$ cat src/rtl/kstream_regif_pkg.sv
package kstream_regif_pkg;
  // Host map (word addresses)
  localparam logic [7:0] ADR_NAME0    = 8'h00;
  localparam logic [7:0] ADR_NAME1    = 8'h01;
  localparam logic [7:0] ADR_VERSION  = 8'h02;
  localparam logic [7:0] ADR_CMD      = 8'h08;
  localparam logic [7:0] ADR_STATUS   = 8'h09;
  localparam logic [7:0] ADR_KEYSIZE  = 8'h0a;
  localparam logic [7:0] ADR_ROUNDS   = 8'h0b;
  localparam logic [7:0] ADR_KEY_BASE = 8'h10;
  localparam logic [7:0] ADR_IV_BASE  = 8'h20;
  localparam logic [7:0] ADR_DIN_BASE = 8'h40;
  localparam logic [7:0] ADR_RES_BASE = 8'h80;

  // Command and status bit positions
  localparam int CMD_START_BIT = 0;
  localparam int CMD_ADV_BIT   = 1;
  localparam int STAT_RDY_BIT  = 0;
  localparam int STAT_VLD_BIT  = 1;

  // Identification words, ASCII, first character in the top byte
  localparam logic [31:0] ID_NAME0   = 32'h6b737472;
  localparam logic [31:0] ID_NAME1   = 32'h65676966;
  localparam logic [31:0] ID_VERSION = 32'h302e3930;
endpackage

$ cat src/rtl/kstream_regif_store.sv
module kstream_regif_store
  import kstream_regif_pkg::*;
#(
  parameter int WORD_W    = 32,
  parameter int ADDR_W    = 8,
  parameter int KEY_WORDS = 8,
  parameter int IV_WORDS  = 2,
  parameter int BLK_WORDS = 16,
  parameter int ROUND_W   = 5
) (
  input  logic                          clk,
  input  logic                          rst_n,
  input  logic                          wr_en,
  input  logic [ADDR_W-1:0]             addr,
  input  logic [WORD_W-1:0]             wdata,
  output logic [KEY_WORDS*WORD_W-1:0]   key_flat,
  output logic [IV_WORDS*WORD_W-1:0]    iv_flat,
  output logic [BLK_WORDS*WORD_W-1:0]   din_flat,
  output logic                          key_wide,
  output logic [ROUND_W-1:0]            rounds,
  output logic [1:0]                    cmd
);
  logic [WORD_W-1:0] key_q [KEY_WORDS];
  logic [WORD_W-1:0] iv_q  [IV_WORDS];
  logic [WORD_W-1:0] din_q [BLK_WORDS];

  always_ff @(posedge clk or negedge rst_n) begin
    if (!rst_n) begin
      for (int i = 0; i < KEY_WORDS; i++) key_q[i] <= '0;
      for (int i = 0; i < IV_WORDS; i++)  iv_q[i]  <= '0;
      for (int i = 0; i < BLK_WORDS; i++) din_q[i] <= '0;
      key_wide <= 1'b0;
      rounds   <= '0;
      cmd      <= '0;
    end else if (wr_en) begin
      for (int i = 0; i < KEY_WORDS; i++)
        if (int'(addr) == int'(ADR_KEY_BASE) + i) key_q[i] <= wdata;
      for (int i = 0; i < IV_WORDS; i++)
        if (int'(addr) == int'(ADR_IV_BASE) + i) iv_q[i] <= wdata;
      for (int i = 0; i < BLK_WORDS; i++)
        if (int'(addr) == int'(ADR_DIN_BASE) + i) din_q[i] <= wdata;
      if (int'(addr) == int'(ADR_KEYSIZE)) key_wide <= wdata[0];
      if (int'(addr) == int'(ADR_ROUNDS))  rounds   <= wdata[ROUND_W-1:0];
      if (int'(addr) == int'(ADR_CMD))     cmd      <= wdata[1:0];
    end
  end

  // Word 0 of each field lands in the most significant slice
  for (genvar g = 0; g < KEY_WORDS; g++) begin : g_key
    assign key_flat[(KEY_WORDS-1-g)*WORD_W +: WORD_W] = key_q[g];
  end
  for (genvar g = 0; g < IV_WORDS; g++) begin : g_iv
    assign iv_flat[(IV_WORDS-1-g)*WORD_W +: WORD_W] = iv_q[g];
  end
  for (genvar g = 0; g < BLK_WORDS; g++) begin : g_din
    assign din_flat[(BLK_WORDS-1-g)*WORD_W +: WORD_W] = din_q[g];
  end
endmodule

$ cat src/rtl/kstream_regif_cmd.sv
module kstream_regif_cmd
  import kstream_regif_pkg::*;
#(
  parameter int WORD_W = 32,
  parameter int ADDR_W = 8
) (
  input  logic              clk,
  input  logic              rst_n,
  input  logic              wr_en,
  input  logic [ADDR_W-1:0] addr,
  input  logic [WORD_W-1:0] wdata,
  output logic              start_pulse,
  output logic              adv_pulse
);
  logic cmd_hit;
  assign cmd_hit = wr_en && (int'(addr) == int'(ADR_CMD));

  // Pulses follow the write, not the stored level
  always_ff @(posedge clk or negedge rst_n) begin
    if (!rst_n) begin
      start_pulse <= 1'b0;
      adv_pulse   <= 1'b0;
    end else begin
      start_pulse <= cmd_hit && wdata[CMD_START_BIT];
      adv_pulse   <= cmd_hit && wdata[CMD_ADV_BIT];
    end
  end
endmodule

$ cat src/rtl/kstream_regif_rdmux.sv
module kstream_regif_rdmux
  import kstream_regif_pkg::*;
#(
  parameter int WORD_W    = 32,
  parameter int ADDR_W    = 8,
  parameter int KEY_WORDS = 8,
  parameter int IV_WORDS  = 2,
  parameter int BLK_WORDS = 16,
  parameter int ROUND_W   = 5
) (
  input  logic                        rd_en,
  input  logic [ADDR_W-1:0]           addr,
  input  logic [KEY_WORDS*WORD_W-1:0] key_flat,
  input  logic [IV_WORDS*WORD_W-1:0]  iv_flat,
  input  logic [BLK_WORDS*WORD_W-1:0] din_flat,
  input  logic                        key_wide,
  input  logic [ROUND_W-1:0]          rounds,
  input  logic [1:0]                  cmd,
  input  logic                        core_ready,
  input  logic                        core_valid,
  input  logic [BLK_WORDS*WORD_W-1:0] core_result,
  output logic [WORD_W-1:0]           rdata
);
  int a;
  assign a = int'(addr);

  always_comb begin
    rdata = '0;
    if (rd_en) begin
      if (a == int'(ADR_NAME0))        rdata = ID_NAME0;
      else if (a == int'(ADR_NAME1))   rdata = ID_NAME1;
      else if (a == int'(ADR_VERSION)) rdata = ID_VERSION;
      else if (a == int'(ADR_CMD))     rdata = WORD_W'(cmd);
      else if (a == int'(ADR_STATUS)) begin
        rdata[STAT_RDY_BIT] = core_ready;
        rdata[STAT_VLD_BIT] = core_valid;
      end
      else if (a == int'(ADR_KEYSIZE)) rdata = WORD_W'(key_wide);
      else if (a == int'(ADR_ROUNDS))  rdata = WORD_W'(rounds);
      else if (a >= int'(ADR_KEY_BASE) && a < int'(ADR_KEY_BASE) + KEY_WORDS)
        rdata = key_flat[(KEY_WORDS-1-(a-int'(ADR_KEY_BASE)))*WORD_W +: WORD_W];
      else if (a >= int'(ADR_IV_BASE) && a < int'(ADR_IV_BASE) + IV_WORDS)
        rdata = iv_flat[(IV_WORDS-1-(a-int'(ADR_IV_BASE)))*WORD_W +: WORD_W];
      else if (a >= int'(ADR_DIN_BASE) && a < int'(ADR_DIN_BASE) + BLK_WORDS)
        rdata = din_flat[(BLK_WORDS-1-(a-int'(ADR_DIN_BASE)))*WORD_W +: WORD_W];
      else if (a >= int'(ADR_RES_BASE) && a < int'(ADR_RES_BASE) + BLK_WORDS)
        rdata = core_result[(BLK_WORDS-1-(a-int'(ADR_RES_BASE)))*WORD_W +: WORD_W];
    end
  end
endmodule

$ cat src/rtl/kstream_regif.sv
module kstream_regif #(
  parameter int WORD_W    = 32,
  parameter int ADDR_W    = 8,
  parameter int KEY_WORDS = 8,
  parameter int IV_WORDS  = 2,
  parameter int BLK_WORDS = 16,
  parameter int ROUND_W   = 5,
  localparam int KEY_W    = KEY_WORDS * WORD_W,
  localparam int IV_W     = IV_WORDS * WORD_W,
  localparam int BLK_W    = BLK_WORDS * WORD_W
) (
  input  logic              clk,
  input  logic              rst_n,
  input  logic              bus_cs,
  input  logic              bus_we,
  input  logic [ADDR_W-1:0] bus_addr,
  input  logic [WORD_W-1:0] bus_wdata,
  output logic [WORD_W-1:0] bus_rdata,
  output logic              core_start,
  output logic              core_advance,
  output logic [KEY_W-1:0]  core_key,
  output logic [IV_W-1:0]   core_iv,
  output logic              core_key_wide,
  output logic [ROUND_W-1:0] core_rounds,
  output logic [BLK_W-1:0]  core_din,
  input  logic              core_ready,
  input  logic              core_valid,
  input  logic [BLK_W-1:0]  core_result
);
  logic       wr_en;
  logic       rd_en;
  logic [1:0] cmd_q;

  assign wr_en = bus_cs && bus_we;
  assign rd_en = bus_cs && !bus_we;

  kstream_regif_store #(
    .WORD_W(WORD_W), .ADDR_W(ADDR_W), .KEY_WORDS(KEY_WORDS),
    .IV_WORDS(IV_WORDS), .BLK_WORDS(BLK_WORDS), .ROUND_W(ROUND_W)
  ) u_store (
    .clk(clk), .rst_n(rst_n), .wr_en(wr_en), .addr(bus_addr), .wdata(bus_wdata),
    .key_flat(core_key), .iv_flat(core_iv), .din_flat(core_din),
    .key_wide(core_key_wide), .rounds(core_rounds), .cmd(cmd_q)
  );

  kstream_regif_cmd #(.WORD_W(WORD_W), .ADDR_W(ADDR_W)) u_cmd (
    .clk(clk), .rst_n(rst_n), .wr_en(wr_en), .addr(bus_addr), .wdata(bus_wdata),
    .start_pulse(core_start), .adv_pulse(core_advance)
  );

  kstream_regif_rdmux #(
    .WORD_W(WORD_W), .ADDR_W(ADDR_W), .KEY_WORDS(KEY_WORDS),
    .IV_WORDS(IV_WORDS), .BLK_WORDS(BLK_WORDS), .ROUND_W(ROUND_W)
  ) u_rdmux (
    .rd_en(rd_en), .addr(bus_addr), .key_flat(core_key), .iv_flat(core_iv),
    .din_flat(core_din), .key_wide(core_key_wide), .rounds(core_rounds),
    .cmd(cmd_q), .core_ready(core_ready), .core_valid(core_valid),
    .core_result(core_result), .rdata(bus_rdata)
  );
endmodule

$ cat config.mk
export PLATFORM = sky130hd
export DESIGN_NAME = kstream_regif
export DESIGN_NICKNAME = d
export VERILOG_FILES = /design/src/rtl/kstream_regif_pkg.sv /design/src/rtl/kstream_regif_store.sv /design/src/rtl/kstream_regif_cmd.sv /design/src/rtl/kstream_regif_rdmux.sv /design/src/rtl/kstream_regif.sv
export SDC_FILE = /design/constraint.sdc
export NUM_CORES = 2
export LEC_CHECK = 0
export CORE_AREA = 2 2 563 565
export DETAILED_ROUTE_END_ITERATION = 16
export DIE_AREA = 0 0 565 567
export GPL_TIMING_DRIVEN = 0
export MAX_ROUTING_LAYER = met4
export PLACE_DENSITY = 0.36
export SLEW_MARGIN = 10
export SYNTH_ARGS = -nofsm -noshare
export SYNTH_HDL_FRONTEND = slang
export SYNTH_SLANG_ARGS = --single-unit
$ cat constraint.sdc
create_clock -name clk -period 5.8 [get_ports clk]
set_input_delay 0.58 -clock clk [delete_from_list [all_inputs] [get_ports clk]]
set_output_delay 0.58 -clock clk [all_outputs]
set_load 0.02 [all_outputs]
# Yosys cells after proc, flatten, opt, wreduce, memory -nomap -nowiden
# Index checks and enable logic that the tools add are counted.
[word_totals]
input_bits = 558
out_inout_bits = 872
regBits = 842
wordCells = 136
[op_classes]
order_cmp = 8
add_sub_neg = 8
n_eq_ne = 32
muxes = 13
shifts = 4
reduce_logical = 40
[ops]
columns = ["op", "count"]
rows = [
  ["$shiftx 512x32->32", 2],
  ["$mux 32", 11],
  ["$shiftx 256x32->32", 1],
  ["$eq 8x8->1 const B", 16],
  ["$eq 8x6->1 const B", 8],
  ["$shiftx 64x32->32", 1],
  ["$reduce_and 2->1", 29],
  ["$sub 5x27->27 const A", 2],
  ["$eq 8x5->1 const B", 4],
  ["$logic_not 32->1", 1],
  ["$mux 30", 1],
  ["$sub 2x27->27 const A", 1],
  ["$sub 4x27->27 const A", 1],
  ["$eq 8x7->1 const B", 2],
  ["$logic_and 1x1->1", 9],
  ["$sub 8x5->9 const B", 1],
  ["$sub 8x6->9 const B", 1],
  ["$sub 8x7->9 const B", 1],
  ["$sub 8x8->9 const B", 1],
  ["$eq 8x2->1 const B", 1],
  ["$eq 8x3->1 const B", 1],
  ["$ge 8x5->1 const B", 1],
  ["$ge 8x6->1 const B", 1],
  ["$ge 8x7->1 const B", 1],
  ["other kinds (7)", 7],
]

# Logic depth before layout (Yosys ltp)
[logic_depth]
depth_word = 15
mapped_depth = 11
depth_no_buf = 8

# Modules after synthesis
# A second synthesis with hierarchy kept.
[unflattened]
hier_cells = 3051
hier_area_um2 = 43450.4
[modules_own_cells]
columns = ["mod", "seq_area_each_um2", "area_each_um2", "cells_each", "instances"]
rows = [
  ["kstream_regif_store", 21020.2, 31406.4, 1875, 1],
  ["kstream_regif_rdmux", 0.0, 11931.4, 1166, 1],
  ["kstream_regif_cmd", 50.0, 96.3, 8, 1],
  ["kstream_regif", 0.0, 16.3, 2, 1],
]

# Worst setup path before layout
# No wires, ideal clock.
[synth_path]
path_kind = "in2out"
startpoint = "in bus_addr[0]"
endpoint = "out bus_rdata[26]"
n_path_buf = 7
setup_slack_ns = 2.246
stages = 9
t_required_ns = 5.220
t_arrival_ns = 2.974
cell_sequence = "buf_6 > buf_6 > buf_6 > buf_6 > buf_6 > buf_4 > buf_4 > nor2_1 > a2111oi_0"
[synth_via]
elab_chain_len = 15
elab_cells_between_ends = 43
classes_between = "add/sub (8); order compare (8); eq/ne (6); shift (4); mux (12); reduce/logical (5)"
[synth_lines]
columns = ["element", "line_no", "text"]
rows = [
  ["start, declared", "kstream_regif.sv:16", "input logic [ADDR_W-1:0] bus_addr,"],
  ["$sub 8x8->9", "kstream_regif_rdmux.sv:47", "rdata = core_result[(BLK_WORDS-1-(a-int'(ADR_RES_BASE)))*WORD_W +: WORD_W];"],
  ["$sub 5x27->27", "kstream_regif_rdmux.sv:47", ""],
  ["$shiftx 512x32->32", "kstream_regif_rdmux.sv:47", ""],
  ["$mux 32", "kstream_regif_rdmux.sv:46", "else if (a >= int'(ADR_RES_BASE) && a < int'(ADR_RES_BASE) + BLK_WORDS)"],
  ["$mux 32", "kstream_regif_rdmux.sv:44", "else if (a >= int'(ADR_DIN_BASE) && a < int'(ADR_DIN_BASE) + BLK_WORDS)"],
  ["$mux 32", "kstream_regif_rdmux.sv:42", "else if (a >= int'(ADR_IV_BASE) && a < int'(ADR_IV_BASE) + IV_WORDS)"],
  ["$mux 32", "kstream_regif_rdmux.sv:40", "else if (a >= int'(ADR_KEY_BASE) && a < int'(ADR_KEY_BASE) + KEY_WORDS)"],
  ["$mux 32", "kstream_regif_rdmux.sv:39", "else if (a == int'(ADR_ROUNDS)) rdata = WORD_W'(rounds);"],
  ["$mux 32", "kstream_regif_rdmux.sv:38", "else if (a == int'(ADR_KEYSIZE)) rdata = WORD_W'(key_wide);"],
  ["$mux 30", "kstream_regif_rdmux.sv:34", "else if (a == int'(ADR_STATUS)) begin"],
  ["$mux 32", "kstream_regif_rdmux.sv:33", "else if (a == int'(ADR_CMD)) rdata = WORD_W'(cmd);"],
  ["$mux 32", "kstream_regif_rdmux.sv:32", "else if (a == int'(ADR_VERSION)) rdata = ID_VERSION;"],
  ["$mux 32", "kstream_regif_rdmux.sv:31", "else if (a == int'(ADR_NAME1)) rdata = ID_NAME1;"],
  ["$mux 32 *", "kstream_regif_rdmux.sv:30", "if (a == int'(ADR_NAME0)) rdata = ID_NAME0;"],
  ["$mux 32 *", "kstream_regif_rdmux.sv:29", "if (rd_en) begin"],
  ["end, declared", "kstream_regif.sv:18", "output logic [WORD_W-1:0] bus_rdata,"],
]
# Every way passes the cells marked *; elsewhere a longest branch is shown, timed or not.

# Worst setup path after layout
[layout_path]
startpoint = "in bus_addr[1]"
endpoint = "out bus_rdata[28]"
# The elaborated chain is that of the path after synthesis.

==> metrics <==
Clock Latency Late Sink=830 ps; Worst Skew=0 ps; area leader, netlist=dfrtp_1; dpl ws=-1240 ps; failing checks=setup timing; Hold Worst Slack=265 ps; yosys warns=0; CTS Root Cell=clkbuf_16; gr usage total=25.7%; post-CTS setup buffer count=0; Hold Crit Class=primary input to asynchronous set/reset pin; critical path peak fanout=10; CTS Buf Count=119; clock sink total=842; Critical Path End Type=output port; 1st-pass router iterations=5; crit path DAT=roughly 5200 ps; Placer Congestion=0.903; CTS clock-pin slew for the worst setup and hold paths=70 ps; Cells after DPL=roughly 8400; I/O Buffers=between 1000 and 1500; final HPWL from detailed placement=between 300000 and 400000 um; Synth Area in XOR/XNOR=0%; synthesized flop and latch total=about 840; Core ar.=0.314 sq mm; final hold viol count=0; top area cells in the synthesized netlist=dfrtp_1, mux2_2, mux4_2; simple-gate share of the synthesized area=2.30%; vias=between 30000 and 40000; complex-gate fraction of the synthesized area=2.63%; first-pass GRT wire length=roughly 500000 um; Die Y=567 um; Post-Layout Cell Count=8722; H-tree depth=3; row count=206; Starting Density=13.8%; Max Cap Viol=0; commonest non-fill, non-tap cell in the layout=clkdlybuf4s50_1; fmax=172 MHz; Synth Area in Adders=0.145%; cell area after layout=slightly below 0.07 sq mm; worst rel slew slack=10.4%; Post-Syn Area=0.0432 sq mm; largest net degree at the start of global routing=about 140; largest family of logic cells by synthesized area=multiplexers; Mean Syn Cell Area=15.3 sq um; Die Wd=565 um; Overflow after GRT=0; worst vdd ir=240 uV; FF-to-FF Start=u_store.key_flat[77]; Worst EP required=5220 ps; Layout Utilization=21.5%; fin crit period=about 5800 ps; Slew Limit Fails=0; Via density=between 4 and 5; Area after DPL=0.0632 sq mm; Antenna Nets Post-Route=0; final worst-path cycle share=100%; vias in the first global route=between 30000 and 40000; CP startpoint=bus_addr[1]; setup violators final=1; FF-to-FF setup slack=4870 ps; CTS Buffer Depth=4; Leak=28.2 nW; WS Path Type=primary input to output port; I/O pins=1430; multiplexer share of the synthesized area=between 40% and 50%; routed length per instance=47.1 um; layout cell share with drive strength beyond 1=33.0%; Worst-Margin Slew=approximately 1300 ps; most frequent cells in the layout=clkdlybuf4s50_1, dfrtp_1, mux2_2, mux4_2, mux2_1; worst r2r path cells=1; 1st-iter DRT viols=2688; synthesized instance count=around 2800; pwr dens=between 200 and 250 mW/mm^2; post-synth top area share=around half; RR Endpoint=u_store.key_flat[77]; status=complete, but fails checks; synth unique cells=roughly 70; full die area=0.320 sq mm; CTS tree=yes; post-synthesis sequential area ratio=48.8%; Synthesized Nets=3383; Tot Pwr=16.7 mW; area growth from synthesis to layout=56.4%; Post-synth top flop=dfrtp_1; Worst Setup Start Kind=primary input; initial antenna violation count=about 170; Post-synth EDFFs=0; final setup margin=-5.45 ps; FFs w/ async S/R, synth=between 90% and 100%; Final nets=between 4000 and 5000; drt drc=0; RSZ-0062 raised after global routing=false; Detailed Route WL=411000 um; setup_tns=-5.45 ps
[cell families after synthesis]
group	after synthesis
mux	1330
flops	842
buf+inv	272
simple gates	207
compound gates	164
fa+ha+maj	5
[cell usage after synthesis (all sizes together) (6+ instances only)]
master and instances:
mux2i 138, nand3 12, nor3 12, a2111oi 11
a21oi 22, buf 157, nor2b 9, o211ai 6
mux2 860, nand2 63, dfrtp 842, o21ai 33
mux4 332, nor2 66, nand2b 6, and2 18
o221ai 9, clkbuf 109, a211oi 16, o22ai 39
[worst max-delay path by stage]
stage / end / slack [ps]
final: bus_rdata[28] / -5
after global routing: bus_rdata[28] / 4
after CTS: bus_rdata[8] / -60
after detailed placement: bus_rdata[8] / -1240
after global placement: u_store.key_flat[112] / -39850
after floorplan: bus_rdata[26] / 2250
[where the power goes]
| group | internal [mW] | total, mW | switching, mW |
|---|---|---|---|
| Combinational | 1.12 | 2.87 | 1.74 |
| Sequential | 6.03 | 6.19 | 0.155 |
| Clock | 4.54 | 7.66 | 3.12 |
| Total | 11.7 | 16.7 | 5.02 |
[routing by layer]
metal / track usage, % / share of wire, % / vias up
met3: 7.44 / 8.4 / 392
li1: - / - / 14100
met2: 41.6 / 47 / 1933
met5: - / 0 / -
met1: 31.0 / 41 / 19900
met4: 6.98 / 3.2 / 0
[worst max-delay path: stages]
cell             delay (ps)
buf_4                   210
buf_2                   550
buf_2                   550
buf_6                   470
a211oi_1                150
a2111oi_0               990
o21ai_1                 180
a2111oi_1               570
clkdlybuf4s50_1         910
[state kept, by name, indices dropped and copies added (netlist names)]
| register | flops |
|---|---|
| u_store.cmd | 2 |
| u_store.key_flat | 256 |
| u_cmd.adv_pulse | 1 |
| u_store.iv_flat | 64 |
| u_store.key_wide | 1 |
| u_store.din_flat | 512 |
| u_cmd.start_pulse | 1 |
| u_store.rounds | 5 |
[timing repair]
item | CTS | global route
hold buffers | 1 | 0
pin swaps | 0 | 0
endpoints found under the setup margin | 30 | 3
hold endpoints to repair | 71 | 0
gates resized for setup | 68 | 3
[area by class of cell]
class	count	area, sq um
clock buffer	171	3370
inverter	6	22.5
fill	33600	246000
multi-input combinational	1706	20900
tap	4160	5200
buffer	265	1540
clock inverter	34	549
sequential	842	21100
antenna	94	235
timing repair buffer	1444	14700
No activity file was read; power rests on OpenSTA's default activity.
